==> src/rtl/spk_enc_pkg.sv <==
package spk_enc_pkg;
  localparam int unsigned DEF_N_NEURON = 10;
  localparam int unsigned DEF_HDR_W    = 4;
  localparam int unsigned DEF_TGT_W    = 30;
  localparam int unsigned DEF_NODE_W   = 4;

  typedef enum logic {
    OUT_IDLE = 1'b0,
    OUT_HOLD = 1'b1
  } out_state_e;
endpackage

==> src/rtl/spk_cfg_regs.sv <==
module spk_cfg_regs #(
  parameter int unsigned HDR_W  = 4,
  parameter int unsigned TGT_W  = 30,
  parameter int unsigned NODE_W = 4,
  parameter logic [HDR_W-1:0] HDR_RST = '1
) (
  input  logic              clk_i,
  input  logic              rst_ni,
  input  logic              we_i,
  input  logic [HDR_W-1:0]  hdr_i,
  input  logic [TGT_W-1:0]  tgt_i,
  input  logic [NODE_W-1:0] node_i,
  output logic [HDR_W-1:0]  hdr_o,
  output logic [TGT_W-1:0]  tgt_o,
  output logic [NODE_W-1:0] node_o
);
  always_ff @(posedge clk_i or negedge rst_ni) begin
    if (!rst_ni) begin
      hdr_o  <= HDR_RST;
      tgt_o  <= '0;
      node_o <= '0;
    end else if (we_i) begin
      hdr_o  <= hdr_i;
      tgt_o  <= tgt_i;
      node_o <= node_i;
    end
  end
endmodule

==> src/rtl/spk_capture.sv <==
module spk_capture #(
  parameter int unsigned N_NEURON = 10
) (
  input  logic                clk_i,
  input  logic                rst_ni,
  input  logic [N_NEURON-1:0] spike_i,
  input  logic                take_i,
  output logic [N_NEURON-1:0] pend_o,
  output logic                pend_nz_o
);
  logic [N_NEURON-1:0] pend_d;

  // take_i empties the bitmap into the output stage; same-cycle spikes still land
  for (genvar i = 0; i < N_NEURON; i++) begin : g_bit
    assign pend_d[i] = (pend_o[i] & ~take_i) | spike_i[i];
  end

  always_ff @(posedge clk_i or negedge rst_ni) begin
    if (!rst_ni) pend_o <= '0;
    else         pend_o <= pend_d;
  end

  assign pend_nz_o = |pend_o;
endmodule

==> src/rtl/spk_pkt_fmt.sv <==
module spk_pkt_fmt #(
  parameter int unsigned N_NEURON = 10,
  parameter int unsigned HDR_W    = 4,
  parameter int unsigned TGT_W    = 30,
  parameter int unsigned NODE_W   = 4,
  localparam int unsigned PKT_W   = HDR_W + TGT_W + NODE_W + N_NEURON
) (
  input  logic [HDR_W-1:0]    hdr_i,
  input  logic [TGT_W-1:0]    tgt_i,
  input  logic [NODE_W-1:0]   node_i,
  input  logic [N_NEURON-1:0] map_i,
  output logic [PKT_W-1:0]    pkt_o
);
  localparam int unsigned NODE_LSB = N_NEURON;
  localparam int unsigned TGT_LSB  = NODE_LSB + NODE_W;
  localparam int unsigned HDR_LSB  = TGT_LSB + TGT_W;

  assign pkt_o[HDR_LSB  +: HDR_W]  = hdr_i;
  assign pkt_o[TGT_LSB  +: TGT_W]  = tgt_i;
  assign pkt_o[NODE_LSB +: NODE_W] = node_i;
  assign pkt_o[0 +: N_NEURON]      = map_i;
endmodule

==> src/rtl/spk_out_stage.sv <==
module spk_out_stage
  import spk_enc_pkg::*;
#(
  parameter int unsigned PKT_W = 48
) (
  input  logic             clk_i,
  input  logic             rst_ni,
  input  logic             pend_nz_i,
  input  logic [PKT_W-1:0] pkt_i,
  input  logic             ready_i,
  output logic             take_o,
  output logic             valid_o,
  output logic [PKT_W-1:0] data_o
);
  out_state_e state_q, state_d;
  logic       free;

  assign free   = (state_q == OUT_IDLE) || ready_i;
  assign take_o = free && pend_nz_i;

  always_comb begin
    state_d = state_q;
    if (take_o)    state_d = OUT_HOLD;
    else if (free) state_d = OUT_IDLE;
  end

  always_ff @(posedge clk_i or negedge rst_ni) begin
    if (!rst_ni) begin
      state_q <= OUT_IDLE;
      data_o  <= '0;
    end else begin
      state_q <= state_d;
      if (take_o) data_o <= pkt_i;
    end
  end

  assign valid_o = (state_q == OUT_HOLD);
endmodule

==> src/rtl/spk_pkt_encoder.sv <==
module spk_pkt_encoder
  import spk_enc_pkg::*;
#(
  parameter int unsigned N_NEURON = DEF_N_NEURON,
  parameter int unsigned HDR_W    = DEF_HDR_W,
  parameter int unsigned TGT_W    = DEF_TGT_W,
  parameter int unsigned NODE_W   = DEF_NODE_W,
  parameter logic [HDR_W-1:0] HDR_RST = '1,
  localparam int unsigned PKT_W   = HDR_W + TGT_W + NODE_W + N_NEURON
) (
  input  logic                clk_i,
  input  logic                rst_ni,
  input  logic [N_NEURON-1:0] spike_i,
  input  logic                cfg_we_i,
  input  logic [HDR_W-1:0]    cfg_hdr_i,
  input  logic [TGT_W-1:0]    cfg_tgt_i,
  input  logic [NODE_W-1:0]   cfg_node_i,
  output logic                pkt_valid_o,
  input  logic                pkt_ready_i,
  output logic [PKT_W-1:0]    pkt_data_o
);
  logic [HDR_W-1:0]    hdr_q;
  logic [TGT_W-1:0]    tgt_q;
  logic [NODE_W-1:0]   node_q;
  logic [N_NEURON-1:0] pend_q;
  logic                pend_nz;
  logic                take;
  logic [PKT_W-1:0]    pkt_next;

  spk_cfg_regs #(
    .HDR_W(HDR_W), .TGT_W(TGT_W), .NODE_W(NODE_W), .HDR_RST(HDR_RST)
  ) i_cfg (
    .clk_i, .rst_ni,
    .we_i(cfg_we_i), .hdr_i(cfg_hdr_i), .tgt_i(cfg_tgt_i), .node_i(cfg_node_i),
    .hdr_o(hdr_q), .tgt_o(tgt_q), .node_o(node_q)
  );

  spk_capture #(.N_NEURON(N_NEURON)) i_cap (
    .clk_i, .rst_ni,
    .spike_i, .take_i(take),
    .pend_o(pend_q), .pend_nz_o(pend_nz)
  );

  spk_pkt_fmt #(
    .N_NEURON(N_NEURON), .HDR_W(HDR_W), .TGT_W(TGT_W), .NODE_W(NODE_W)
  ) i_fmt (
    .hdr_i(hdr_q), .tgt_i(tgt_q), .node_i(node_q), .map_i(pend_q),
    .pkt_o(pkt_next)
  );

  spk_out_stage #(.PKT_W(PKT_W)) i_out (
    .clk_i, .rst_ni,
    .pend_nz_i(pend_nz), .pkt_i(pkt_next), .ready_i(pkt_ready_i),
    .take_o(take), .valid_o(pkt_valid_o), .data_o(pkt_data_o)
  );
endmodule

==> config.mk <==
export PLATFORM = sky130hd
export DESIGN_NAME = spk_pkt_encoder
export DESIGN_NICKNAME = d
export VERILOG_FILES = /design/src/rtl/spk_enc_pkg.sv /design/src/rtl/spk_cfg_regs.sv /design/src/rtl/spk_capture.sv /design/src/rtl/spk_pkt_fmt.sv /design/src/rtl/spk_out_stage.sv /design/src/rtl/spk_pkt_encoder.sv
export SDC_FILE = /design/constraint.sdc
export NUM_CORES = 1
export LEC_CHECK = 0
export ABC_AREA = 0
export CORE_ASPECT_RATIO = 1.2
export CORE_UTILIZATION = 25
export CTS_CLUSTER_DIAMETER = 80
export DETAILED_ROUTE_END_ITERATION = 16
export GPL_TIMING_DRIVEN = 0
export HOLD_SLACK_MARGIN = 0.1
export PLACE_DENSITY_LB_ADDON = 0.05
export RECOVER_POWER = 50
export SYNTH_ARGS = -nofsm -noshare
export SYNTH_HDL_FRONTEND = slang
export SYNTH_SLANG_ARGS = --single-unit
==> constraint.sdc <==
create_clock -name clk_i -period 1.7 [get_ports clk_i]
set_clock_uncertainty 0.15 [all_clocks]
set_input_delay 0.255 -clock clk_i [delete_from_list [all_inputs] [get_ports clk_i]]
set_output_delay 0.255 -clock clk_i [all_outputs]
set_load 0.05 [all_outputs]
==> results_dict.tcl <==
set metrics [dict create \
    gp_congestion 0.635 \
    finalWirelength_um 8520 \
    die_w_um 112 \
    antenna_found_initial 0 \
    r2r_start "i_cap.pend_o[2]" \
    synth_cell_types 18 \
    grt-ovfl-total 0 \
    grt_pass1_vias 2492 \
    seq_area_frac_synth_pct 66.6 \
    grt_usage_pct 12.3 \
    numCtsBuffers 9 \
    ios 101 \
    cts_tree "done" \
    synth.largest_area_cell "dfrtp_1" \
    routedWlPerCell_um 16.5 \
    avgSynthCellArea_um2 17.3 \
    clk_latency_ps 350 \
    viasPerCell 4.31 \
    power_density_nw_per_um2 1190 \
    crit_path_frequent_cell "buf_12" \
    violations "DRC, setup timing" \
    hold_end "i_cap.pend_o[2]" \
    diodes 0 \
    rsz0062_at_grt "yes" \
    finalNetCount 390 \
    yosys_most_used_dff "dfrtp_1" \
    synth_top_cells_by_area "dfrtp_1 64%, mux2_2 20%, mux2_4 4.1%" \
    numPortBuffers 99 \
    yosysMostFrequentCell "dfrtp_1" \
    status "complete, but fails checks" \
    maxSlewHeadroom_pct 46.1 \
    synthCells 211 \
    r2r-end "i_out.data_o[27]" \
    syn2layout_area_growth_pct 50.4 \
    ant_nets 0 \
    ys_warn_count 0 \
    slew_viol_final 0 \
    hold_viol_final 0 \
    grt_pass1_wl_um 13600 \
    crit_fanout 5 \
    cp_cell_sequence "nor4_4 -> a31o_4 -> buf_12 -> buf_12 -> mux2_4" \
    syn_area_um2 3650 \
    synthArstFlopShare_pct 100 \
    die_h_um 134 \
    root_buffer "clkbuf_16" \
    clkSlewWorstSetupHoldPaths_ps 70 \
    synth_fp_nets 263 \
    dieArea_um2 15100 \
    drc 7 \
    start_util_pct 25.5 \
    fin_crit_sh_pct 110 \
    setup_viol 49 \
    max_freq_ghz 0.534 \
    synth-edff-count 0 \
    cts.sinks 97 \
    vias 2230 \
    dpl.hpwl_um 5430 \
    start_kind "register" \
    ir_worst_vdd_v 0.000367 \
    grt_max_degree 68 \
    cap_violations 0 \
    cp.arrival_ps 1950 \
    drtPass1Iterations 12 \
    whs_ps 327 \
    htreeDepth 3 \
    final_layout_size_suffix_gt1_share_pct 36.7 \
    cpMaxStageDelayCell "dfrtp_1" \
    worst_path_largest_cell_delay_ps 420 \
    power_leakage_nw 2.43 \
    worst_pin_slew_ps 809 \
    cp_data_required_time_ps 1780 \
    end_kind "register" \
    cp_top_family "flip-flops" \
    ff2ff_path_depth 5 \
    clock_path_buffers 2 \
    worst_slack_ps -173 \
    drtIter0Drc 48 \
    synth_commonest_cells "93 x dfrtp_1, 66 x mux2_2, 10 x a21o_1, 10 x mux2_4, 7 x a22o_1" \
    r2r_setup_slack_ps -170 \
    fin_crit_ps 1870 \
    path_class "reg -> reg" \
    power_w 0.00654 \
    min_path_cells 2 \
    ys_ff_latch 97 \
    core_area_um2 14300 \
    synth.top_cell.area_share_pct 63.7 \
    holdCritPathClass "in -> reg" \
    crit_buf_inv 2 \
    row_count 48 \
    min_from "spike_i[2]" \
]
## report_power, final
| part | internal (W) | leakage [nW] | switching, W |
|---|---|---|---|
| combinational | 0.000600 | 1.15 | 0.000859 |
| clock | 0.00148 | 0.166 | 0.000878 |
| sequential | 0.00258 | 1.12 | 0.000148 |
## per-stage QoR
step / utilization [%] / cell area (µm²) / std cells / TNS [ps] / setup slack, ps
finish: 38.4 / 5490 / 518 / -5670 / -173
global route: 38.4 / 5490 / 518 / -11210 / -267
CTS: 38.6 / 5520 / 520 / -7240 / -192
detailed placement: 34.3 / 4900 / 486 / -19120 / -529
global placement: 34.1 / 4870 / 485 / -374480 / -4100
floorplan: - / 3660 / 211 / -3510 / -196
## layer usage
layer | part of all wire (%) | track usage (%) | up-vias | wire length (µm)
met1 | 44 | 15.2 | 1141 | 3790
met5 | 0 | 0 | - | 0
met2 | 46 | 18.9 | 64 | 3940
li1 | - | - | 1008 | -
met4 | 2.0 | 5.78 | 0 | 169
met3 | 7.3 | 4.70 | 17 | 625
## repair_timing
action | in CTS | in global routing
buffers inserted | 14 | 0
setup endpoints to repair | 98 | 58
hold buffers | 1 | 0
resized for setup | 82 | 18
pin swaps | 4 | 5
endpoints found under the hold margin | 30 | 0
gates cloned | 3 | 0
## worst max-delay path by stage
stage	start	endpoint	slack [ps]	cells past startpoint
floorplan	i_out.valid_o	i_out.data_o[34]	-200	5
global placement	rst_ni	i_out.valid_o	-4100	1
detailed placement	pkt_ready_i	i_out.data_o[41]	-530	6
CTS	i_cap.pend_o[6]	i_out.data_o[18]	-190	5
global route	i_cap.pend_o[2]	i_out.data_o[21]	-270	5
finish	i_cap.pend_o[2]	i_out.data_o[27]	-170	5
## state kept, by name, indices dropped and copies added, names as in the netlist
register,flops
i_cap.pend_o,10
i_cfg.tgt_o,30
i_out.valid_o,1
i_out.data_o,48
i_cfg.hdr_o,4
i_cfg.node_o,4
## area by class of cell
cell class	instances	area, µm²
fill	1394	8800
sequential	97	2430
multi-input combinational	104	1240
timing repair buffer	117	1170
clock buffer	11	243
tap	175	219
clock inverter	5	103
buffer	9	80.1
## logic make-up (layout without fill, tap and decap cells)
group / Yosys count / in the layout / synth area share (%)
flip-flops: 97 / 97 / 66.6
multiplexers: 79 / 79 / 25.4
AO/OA/AOI/OAI: 19 / 19 / 4.56
buffers and inverters: 10 / 142 / 1.64
AND/OR/NAND/NOR: 6 / 6 / 1.78
## worst register-to-register path, cell delays in order (launching register included)
cell     delay, ps
dfrtp_1        420
nor4_4         370
a31o_4         270
buf_12         130
buf_12         120
mux2_4         290
## cells in the final DEF, fill, tap and decap left out, drive strengths merged
| cell | Yosys | final |
|---|---|---|
| clkdlybuf4s15 | 0 | 11 |
| nand4 | 1 | 1 |
| nand2b | 1 | 1 |
| bufinv | 0 | 3 |
| nor4 | 2 | 2 |
| clkdlybuf4s50 | 0 | 49 |
| dlygate4sd3 | 0 | 1 |
| a22o | 7 | 7 |
| a31oi | 1 | 1 |
| mux2 | 79 | 79 |
| nor2 | 1 | 1 |
| dfstp | 4 | 4 |
| dlygate4sd2 | 0 | 38 |
| a21o | 10 | 10 |
| nor2b | 1 | 1 |
| buf | 7 | 20 |
| a31o | 1 | 1 |
| clkinv | 0 | 1 |
| clkinvlp | 0 | 1 |
| clkbuf | 3 | 18 |
| dfrtp | 93 | 93 |
Power figures use the tool's default switching activity.
